**src/rtl/i2c_srx_pkg.sv**
```systemverilog
package i2c_srx_pkg;
  localparam int BYTE_W = 8;
  localparam int ADDR_W = 10;
  localparam int SEL_W  = 2;
  localparam int CTRL_W = 8;

  localparam logic [SEL_W-1:0] SEL_CTRL  = 2'd0;
  localparam logic [SEL_W-1:0] SEL_STAT1 = 2'd1;
  localparam logic [SEL_W-1:0] SEL_STAT2 = 2'd2;
  localparam logic [SEL_W-1:0] SEL_DATA  = 2'd3;

  localparam logic [4:0] HDR_TAG = 5'b11110;

  typedef enum logic [2:0] {
    LK_IDLE,
    LK_ADDR,
    LK_ADDR2,
    LK_DATA,
    LK_ACKSET,
    LK_ACKEND,
    LK_HOLD,
    LK_SKIP
  } link_st_t;

  typedef struct packed {
    logic [3:0] spare;
    logic       ten_bit;
    logic       buf_ie;
    logic       evt_ie;
    logic       ack_en;
  } ctrl_t;
endpackage

```
**src/rtl/i2c_srx_sync.sv**
```systemverilog
module i2c_srx_sync #(
  parameter int STAGES = 2
) (
  input  logic clk,
  input  logic rst_n,
  input  logic scl_i,
  input  logic sda_i,
  output logic sda_s,
  output logic scl_rise,
  output logic scl_fall,
  output logic start_det,
  output logic stop_det
);
  localparam int LINES = 2;
  localparam int SCL_IX = 0;
  localparam int SDA_IX = 1;

  logic [LINES-1:0] raw;
  logic [LINES-1:0] now_q;
  logic [LINES-1:0] prev_q;

  assign raw = {sda_i, scl_i};

  for (genvar g = 0; g < LINES; g++) begin : g_line
    logic [STAGES-1:0] pipe;
    always_ff @(posedge clk or negedge rst_n) begin
      if (!rst_n) pipe <= '1;
      else        pipe <= {pipe[STAGES-2:0], raw[g]};
    end
    assign now_q[g] = pipe[STAGES-1];
  end

  always_ff @(posedge clk or negedge rst_n) begin
    if (!rst_n) prev_q <= '1;
    else        prev_q <= now_q;
  end

  assign sda_s     = now_q[SDA_IX];
  assign scl_rise  = now_q[SCL_IX] & ~prev_q[SCL_IX];
  assign scl_fall  = ~now_q[SCL_IX] & prev_q[SCL_IX];
  assign start_det = now_q[SCL_IX] & prev_q[SCL_IX] & ~now_q[SDA_IX] & prev_q[SDA_IX];
  assign stop_det  = now_q[SCL_IX] & prev_q[SCL_IX] & now_q[SDA_IX] & ~prev_q[SDA_IX];
endmodule

```
**src/rtl/i2c_srx_link.sv**
```systemverilog
module i2c_srx_link
  import i2c_srx_pkg::*;
(
  input  logic              clk,
  input  logic              rst_n,
  input  logic              scl_rise,
  input  logic              scl_fall,
  input  logic              start_det,
  input  logic              stop_det,
  input  logic              sda_s,
  input  logic              ack_en,
  input  logic              ten_bit,
  input  logic [ADDR_W-1:0] own_addr,
  input  logic              hold_req,
  output logic              sda_oe,
  output logic              scl_oe,
  output logic              addr_hit,
  output logic              byte_done,
  output logic [BYTE_W-1:0] byte_val,
  output logic              stop_hit,
  output logic              bus_busy,
  output logic              addressed
);
  localparam int CNT_W = $clog2(BYTE_W);
  localparam logic [CNT_W-1:0] LAST_BIT = CNT_W'(BYTE_W - 1);

  link_st_t          st_q;
  link_st_t          after_q;
  logic [BYTE_W-2:0] sh_q;
  logic [CNT_W-1:0]  cnt_q;
  logic              ack_q;
  logic [BYTE_W-1:0] full;
  logic              hdr_ok;
  logic              a7_ok;
  logic              lo_ok;

  assign full   = {sh_q, sda_s};
  assign hdr_ok = (full[7:3] == HDR_TAG) && (full[2:1] == own_addr[9:8]) && !full[0];
  assign a7_ok  = (full[7:1] == own_addr[6:0]) && !full[0];
  assign lo_ok  = (full == own_addr[7:0]);

  always_ff @(posedge clk or negedge rst_n) begin
    if (!rst_n) begin
      st_q      <= LK_IDLE;
      after_q   <= LK_IDLE;
      sh_q      <= '0;
      cnt_q     <= '0;
      ack_q     <= 1'b0;
      sda_oe    <= 1'b0;
      addr_hit  <= 1'b0;
      byte_done <= 1'b0;
      byte_val  <= '0;
      stop_hit  <= 1'b0;
      bus_busy  <= 1'b0;
      addressed <= 1'b0;
    end else begin
      addr_hit  <= 1'b0;
      byte_done <= 1'b0;
      stop_hit  <= 1'b0;
      if (start_det) begin
        st_q      <= LK_ADDR;
        cnt_q     <= '0;
        sda_oe    <= 1'b0;
        bus_busy  <= 1'b1;
        addressed <= 1'b0;
      end else if (stop_det) begin
        st_q      <= LK_IDLE;
        sda_oe    <= 1'b0;
        bus_busy  <= 1'b0;
        addressed <= 1'b0;
        stop_hit  <= addressed;
      end else begin
        case (st_q)
          LK_ADDR, LK_ADDR2, LK_DATA: begin
            if (scl_rise) begin
              sh_q <= full[BYTE_W-2:0];
              if (cnt_q == LAST_BIT) begin
                cnt_q <= '0;
                st_q  <= LK_ACKSET;
                case (st_q)
                  LK_ADDR: begin
                    if (ten_bit) begin
                      ack_q   <= hdr_ok;
                      after_q <= hdr_ok ? LK_ADDR2 : LK_SKIP;
                    end else begin
                      ack_q     <= a7_ok;
                      after_q   <= a7_ok ? LK_DATA : LK_SKIP;
                      addr_hit  <= a7_ok;
                      addressed <= a7_ok;
                    end
                  end
                  LK_ADDR2: begin
                    ack_q     <= lo_ok;
                    after_q   <= lo_ok ? LK_DATA : LK_SKIP;
                    addr_hit  <= lo_ok;
                    addressed <= lo_ok;
                  end
                  default: begin
                    ack_q     <= ack_en;
                    after_q   <= LK_DATA;
                    byte_done <= 1'b1;
                    byte_val  <= full;
                  end
                endcase
              end else begin
                cnt_q <= cnt_q + 1'b1;
              end
            end
          end
          LK_ACKSET: begin
            if (scl_fall) begin
              sda_oe <= ack_q;
              st_q   <= LK_ACKEND;
            end
          end
          LK_ACKEND: begin
            if (scl_fall) begin
              sda_oe <= 1'b0;
              st_q   <= (after_q == LK_SKIP) ? LK_SKIP : LK_HOLD;
            end
          end
          LK_HOLD: begin
            if (!hold_req) st_q <= after_q;
          end
          default: ;
        endcase
      end
    end
  end

  assign scl_oe = (st_q == LK_HOLD) && hold_req;
endmodule

```
**src/rtl/i2c_srx_regs.sv**
```systemverilog
module i2c_srx_regs
  import i2c_srx_pkg::*;
(
  input  logic              clk,
  input  logic              rst_n,
  input  logic [SEL_W-1:0]  reg_sel,
  input  logic              reg_rd,
  input  logic              reg_wr,
  input  logic [CTRL_W-1:0] reg_wdata,
  output logic [BYTE_W-1:0] reg_rdata,
  input  logic              addr_hit,
  input  logic              byte_done,
  input  logic [BYTE_W-1:0] byte_val,
  input  logic              stop_hit,
  input  logic              bus_busy,
  input  logic              addressed,
  output logic              ack_en,
  output logic              ten_bit,
  output logic              addr_f,
  output logic              btf_f,
  output logic              stop_f,
  output logic              rxne_f,
  output logic              hold_req,
  output logic              irq_evt,
  output logic              irq_buf
);
  ctrl_t             ctrl_q;
  logic [BYTE_W-1:0] data_q;
  logic [BYTE_W-1:0] pend_q;
  logic              armed_q;
  logic              rd_stat1, rd_stat2, rd_data, wr_ctrl;

  assign rd_stat1 = reg_rd && (reg_sel == SEL_STAT1);
  assign rd_stat2 = reg_rd && (reg_sel == SEL_STAT2);
  assign rd_data  = reg_rd && (reg_sel == SEL_DATA);
  assign wr_ctrl  = reg_wr && (reg_sel == SEL_CTRL);

  always_ff @(posedge clk or negedge rst_n) begin
    if (!rst_n) begin
      ctrl_q  <= '0;
      armed_q <= 1'b0;
      addr_f  <= 1'b0;
      stop_f  <= 1'b0;
      btf_f   <= 1'b0;
      rxne_f  <= 1'b0;
      data_q  <= '0;
      pend_q  <= '0;
    end else begin
      if (rd_stat1)            armed_q <= 1'b1;
      else if (reg_rd || reg_wr) armed_q <= 1'b0;

      if (wr_ctrl) ctrl_q <= ctrl_t'(reg_wdata);

      if (addr_hit)                  addr_f <= 1'b1;
      else if (rd_stat2 && armed_q)  addr_f <= 1'b0;

      if (stop_hit)                  stop_f <= 1'b1;
      else if (wr_ctrl && armed_q)   stop_f <= 1'b0;

      if (byte_done) begin
        if (!rxne_f || (rd_data && !btf_f)) begin
          data_q <= byte_val;
          rxne_f <= 1'b1;
        end else begin
          pend_q <= byte_val;
          btf_f  <= 1'b1;
        end
      end else if (rd_data) begin
        if (btf_f) begin
          if (armed_q) begin
            data_q <= pend_q;
            btf_f  <= 1'b0;
          end
        end else begin
          rxne_f <= 1'b0;
        end
      end
    end
  end

  always_comb begin
    case (reg_sel)
      SEL_CTRL:  reg_rdata = ctrl_q;
      SEL_STAT1: reg_rdata = {4'b0, rxne_f, stop_f, btf_f, addr_f};
      SEL_STAT2: reg_rdata = {6'b0, addressed, bus_busy};
      default:   reg_rdata = data_q;
    endcase
  end

  assign ack_en   = ctrl_q.ack_en;
  assign ten_bit  = ctrl_q.ten_bit;
  assign hold_req = addr_f | btf_f;
  assign irq_evt  = ctrl_q.evt_ie & (addr_f | btf_f | stop_f);
  assign irq_buf  = ctrl_q.evt_ie & ctrl_q.buf_ie & rxne_f;
endmodule

```
**src/rtl/i2c_slave_rx.sv**
```systemverilog
module i2c_slave_rx
  import i2c_srx_pkg::*;
#(
  parameter int SYNC_STAGES = 2
) (
  input  logic              clk,
  input  logic              rst_n,
  input  logic              scl_i,
  input  logic              sda_i,
  output logic              scl_oe,
  output logic              sda_oe,
  input  logic [ADDR_W-1:0] own_addr,
  input  logic [SEL_W-1:0]  reg_sel,
  input  logic              reg_rd,
  input  logic              reg_wr,
  input  logic [CTRL_W-1:0] reg_wdata,
  output logic [BYTE_W-1:0] reg_rdata,
  output logic              irq_evt,
  output logic              irq_buf
);
  logic sda_s, scl_rise, scl_fall, start_det, stop_det;
  logic ack_en, ten_bit, hold_req;
  logic addr_hit, byte_done, stop_hit, bus_busy, addressed;
  logic addr_f, btf_f, stop_f, rxne_f;
  logic [BYTE_W-1:0] byte_val;

  i2c_srx_sync #(.STAGES(SYNC_STAGES)) sync_i (
    .clk(clk), .rst_n(rst_n), .scl_i(scl_i), .sda_i(sda_i),
    .sda_s(sda_s), .scl_rise(scl_rise), .scl_fall(scl_fall),
    .start_det(start_det), .stop_det(stop_det)
  );

  i2c_srx_link link_i (
    .clk(clk), .rst_n(rst_n), .scl_rise(scl_rise), .scl_fall(scl_fall),
    .start_det(start_det), .stop_det(stop_det), .sda_s(sda_s),
    .ack_en(ack_en), .ten_bit(ten_bit), .own_addr(own_addr),
    .hold_req(hold_req), .sda_oe(sda_oe), .scl_oe(scl_oe),
    .addr_hit(addr_hit), .byte_done(byte_done), .byte_val(byte_val),
    .stop_hit(stop_hit), .bus_busy(bus_busy), .addressed(addressed)
  );

  i2c_srx_regs regs_i (
    .clk(clk), .rst_n(rst_n), .reg_sel(reg_sel), .reg_rd(reg_rd),
    .reg_wr(reg_wr), .reg_wdata(reg_wdata), .reg_rdata(reg_rdata),
    .addr_hit(addr_hit), .byte_done(byte_done), .byte_val(byte_val),
    .stop_hit(stop_hit), .bus_busy(bus_busy), .addressed(addressed),
    .ack_en(ack_en), .ten_bit(ten_bit), .addr_f(addr_f), .btf_f(btf_f),
    .stop_f(stop_f), .rxne_f(rxne_f), .hold_req(hold_req),
    .irq_evt(irq_evt), .irq_buf(irq_buf)
  );
endmodule

```
**config.mk**
```make
export PLATFORM = sky130hd
export DESIGN_NAME = i2c_slave_rx
export DESIGN_NICKNAME = d
export VERILOG_FILES = /design/src/rtl/i2c_srx_pkg.sv /design/src/rtl/i2c_srx_sync.sv /design/src/rtl/i2c_srx_link.sv /design/src/rtl/i2c_srx_regs.sv /design/src/rtl/i2c_slave_rx.sv
export SDC_FILE = /design/constraint.sdc
export NUM_CORES = 1
export LEC_CHECK = 0
export ABC_CLOCK_PERIOD_IN_PS = 2600
export BUFFER_PORTS_ARGS = -buffer_cell sky130_fd_sc_hd__buf_2
export CAP_MARGIN = 0
export CORE_MARGIN = 2
export CORE_UTILIZATION = 53
export CTS_CLUSTER_DIAMETER = 80
export DETAILED_ROUTE_END_ITERATION = 8
export MAX_ROUTING_LAYER = met4
export PLACE_DENSITY_LB_ADDON = 0.25
export SKIP_CTS_REPAIR_TIMING = 1
export SYNTH_ARGS = -nofsm -noshare
export SYNTH_HDL_FRONTEND = slang
export SYNTH_HIERARCHICAL = 1
export SYNTH_SLANG_ARGS = --single-unit
```
**constraint.sdc**
```tcl
create_clock -name clk -period 2.6 [get_ports clk]
set_clock_uncertainty 0.1 [all_clocks]
set_input_delay 0.52 -clock clk [delete_from_list [all_inputs] [get_ports clk]]
set_output_delay 0.52 -clock clk [all_outputs]
set_load 0.03 [all_outputs]
```
==> impl_metrics.env <==
export IMPL_avgRoutedWirePerCell_microns=15.5
export IMPL_netlist_area_sq_mm=0.00337
export IMPL_viasPerCell=5.69
export IMPL_syn_nets=318
export IMPL_cts_made_buffers=9
export IMPL_ys_ff_latch=66
export IMPL_critPathTopFamily="simple AND/OR/NAND/NOR gates"
export IMPL_io_buffers=37
export IMPL_arrival_ns=2.61
export IMPL_cts_tree="done"
export IMPL_rrSetupSlack_ns=0.11
export IMPL_n_antenna_cell=0
export IMPL_postRouteAntennaNets=0
export IMPL_reg2regPathDepth=5
export IMPL_fin_setup_tns_ns=0
export IMPL_die_height_microns=83.8
export IMPL_max_slew_margin=0.543
export IMPL_yosysSeqAreaShare=0.492
export IMPL_synth_cell_types=57
export IMPL_die_area_sq_mm=0.00702
export IMPL_ir_drop_v=0.000488
export IMPL_max_slew_worst_pin_slew_ns=0.686
export IMPL_rsz0062_at_grt="false"
export IMPL_dr_total_vias=2350
export IMPL_outcome="complete, no violations"
export IMPL_p_leak_nw=1.78
export IMPL_p_per_area_mw_per_mm2=724
export IMPL_dp_slack_ns=0.136
export IMPL_start_kind="register"
export IMPL_r2r_end="link_i/byte_val[0]"
export IMPL_required_ns=2.72
export IMPL_cp_slowest_stage_delay_ns=0.60
export IMPL_grt_pass1_vias=2229
export IMPL_cts_sinks=66
export IMPL_critPathKind="reg2reg"
export IMPL_grt_overflow=0
export IMPL_clockBufferDepth=2
export IMPL_cp_slowest_cell="or4b_1"
export IMPL_drive_above_1_share=0.345
export IMPL_initialDrtViolationCount=76
export IMPL_dp_hpwl_mm=4.74
export IMPL_crit_path_start="sync_i/prev_q[1]"
export IMPL_synth_area_per_cell_sq_um=11.6
export IMPL_htree_num_levels=3
export IMPL_synthTopCellsByArea="dfrtp_1, mux2_2, dfstp_2"
export IMPL_layout_nets=361
export IMPL_core_area_sq_mm=0.00624
export IMPL_die_x_microns=83.8
export IMPL_yosysMostFrequentCell="dfrtp_1"
export IMPL_syn_to_final_growth_pct=13.6
export IMPL_synth_cells=290
export IMPL_maxCapViolations=0
export IMPL_start_util=0.540
export IMPL_finalMaxSlewViolations=0
export IMPL_cp_num_buf_inv=0
export IMPL_setup_ws_ns=0.111
export IMPL_worstSkewPairLatency_ns=0.34
export IMPL_synth_edff_count=0
export IMPL_synth_top_area_cell="dfrtp_1"
export IMPL_max_freq_mhz=402
export IMPL_cts_root_buf="clkbuf_8"
export IMPL_crit_fanout=9
export IMPL_setup_viol=0
export IMPL_async_flop_share=1.00
export IMPL_yosysWarnings=6
export IMPL_reg2reg_from="sync_i/prev_q[1]"
export IMPL_crit_chain="and4b_1 -> or2_1 -> or4b_1 -> a21oi_4 -> mux2_2"
export IMPL_io_pins=38
export IMPL_grt_max_degree=32
export IMPL_hold_slack_ns=0.0527
export IMPL_drt_wl_total_mm=6.39
export IMPL_synth_top_area_frac=0.445
export IMPL_finalCritPeriodShare=0.957
export IMPL_gp_congestion=0.965
export IMPL_synth_top_cells_by_count="dfrtp_1, mux2_2, a21oi_1"
export IMPL_nFillCells=550
export IMPL_hp_class="in2async"
export IMPL_endpoint_kind="register"
export IMPL_path_clk_slew_ns=0.07
export IMPL_post_route_drc_count=0
export IMPL_grt_total_usage=0.198
export IMPL_fin_crit_ns=2.49
export IMPL_grt_pass1_wl_mm=10.7
export IMPL_endpoint="link_i/byte_val[0]"
export IMPL_hold_violations=0
export IMPL_cp_depth=5
export IMPL_rows=29
export IMPL_first_pass_iters=4
export IMPL_antenna_found_initial=0
export IMPL_synth_top_flop_cell="dfrtp_1"
==> routing by layer <==
layer  GRT usage  vias up  share of wire
met2       0.284       66           0.44
met3      0.0495       11          0.050
met5           -        -              0
met1       0.273     1132           0.49
met4      0.0762        0          0.018
li1            -     1141              -
==> cell usage in the layout (no fill, tap or decap), types with 2 or more instances in the layout <==
master     n
dfrtp_1   60
buf_2     37
mux2_2    32
a21oi_1   20
xor2_1    18
nand2b_1  14
nor2_1    14
inv_1     11
clkbuf_8  10
nor3_1    10
buf_4     10
a311oi_2   8
nand2_1    7
dfstp_2    6
nand3_1    5
a21o_1     5
nor3b_1    4
nor4_1     4
mux2i_1    4
o21ai_0    4
a22o_1     4
nand3b_1   3
nor2b_1    3
and4b_1    3
nand4b_1   3
clkinv_2   2
o31ai_1    2
ha_1       2
mux4_2     2
==> cell families after synthesis <==
family,Yosys count,synth area share
xor+xnor,18,0.0467
fa+ha+maj,2,0.00742
flops,66,0.492
simple gates,84,0.157
mux,38,0.132
buf+inv,27,0.0352
compound gates,55,0.129
==> worst min-delay path by stage <==
stage | slack [ns] | end | startpoint
CTS | 0.06 | regs_i/ctrl_q[1] | rst_n
global route | 0.09 | regs_i/ctrl_q[1] | rst_n
detailed placement | 0.25 | sync_i/g_line[1].pipe[1] | sync_i/g_line[1].pipe[0]
global placement | 0.25 | sync_i/g_line[0].pipe[1] | sync_i/g_line[0].pipe[0]
finish | 0.05 | regs_i/ctrl_q[1] | rst_n
floorplan | 0.12 | link_i/ack_q | rst_n
==> where the power goes <==
group	leakage [nW]	total (W)	internal, W	switching (W)
registers	0.856	0.00137	0.00117	0.000196
clock network	0.0810	0.000721	0.000358	0.000363
logic	0.843	0.000684	0.000325	0.000359
==> state kept, by name, summed over array words and instances, names as in the netlist, 2 cells and up <==
name / cells
link_i/byte_val: 8
regs_i/data_q: 8
regs_i/pend_q: 8
link_i/sh_q: 7
regs_i/ctrl_q: 6
sync_i/g_line.pipe: 4
link_i/after_q: 3
link_i/cnt_q: 3
link_i/st_q: 3
sync_i/prev_q: 2
==> cell type report <==
type,instances,area (sq um),share of cell area
clock inverters,3,17.5,0.00457
clock buffers,11,141,0.0369
repair buffers,48,280,0.0732
flip-flops and latches,66,1660,0.433
well taps,77,96.3,0.0251
multi-input cells,197,1600,0.416
inverters,11,41.3,0.0108
==> through the flow <==
stage,std cells,util,area (sq um),total power [W]
5_1_grt,413,0.614,3830,0.00294
3_3_place_gp,399,0.588,3670,0.00205
2_1_floorplan,290,-,3370,0.00187
6_report,413,0.614,3830,0.00277
3_5_place_dp,399,0.588,3670,0.00207
4_1_cts,413,0.614,3830,0.00280
No activity file was read; power rests on OpenSTA's default activity.
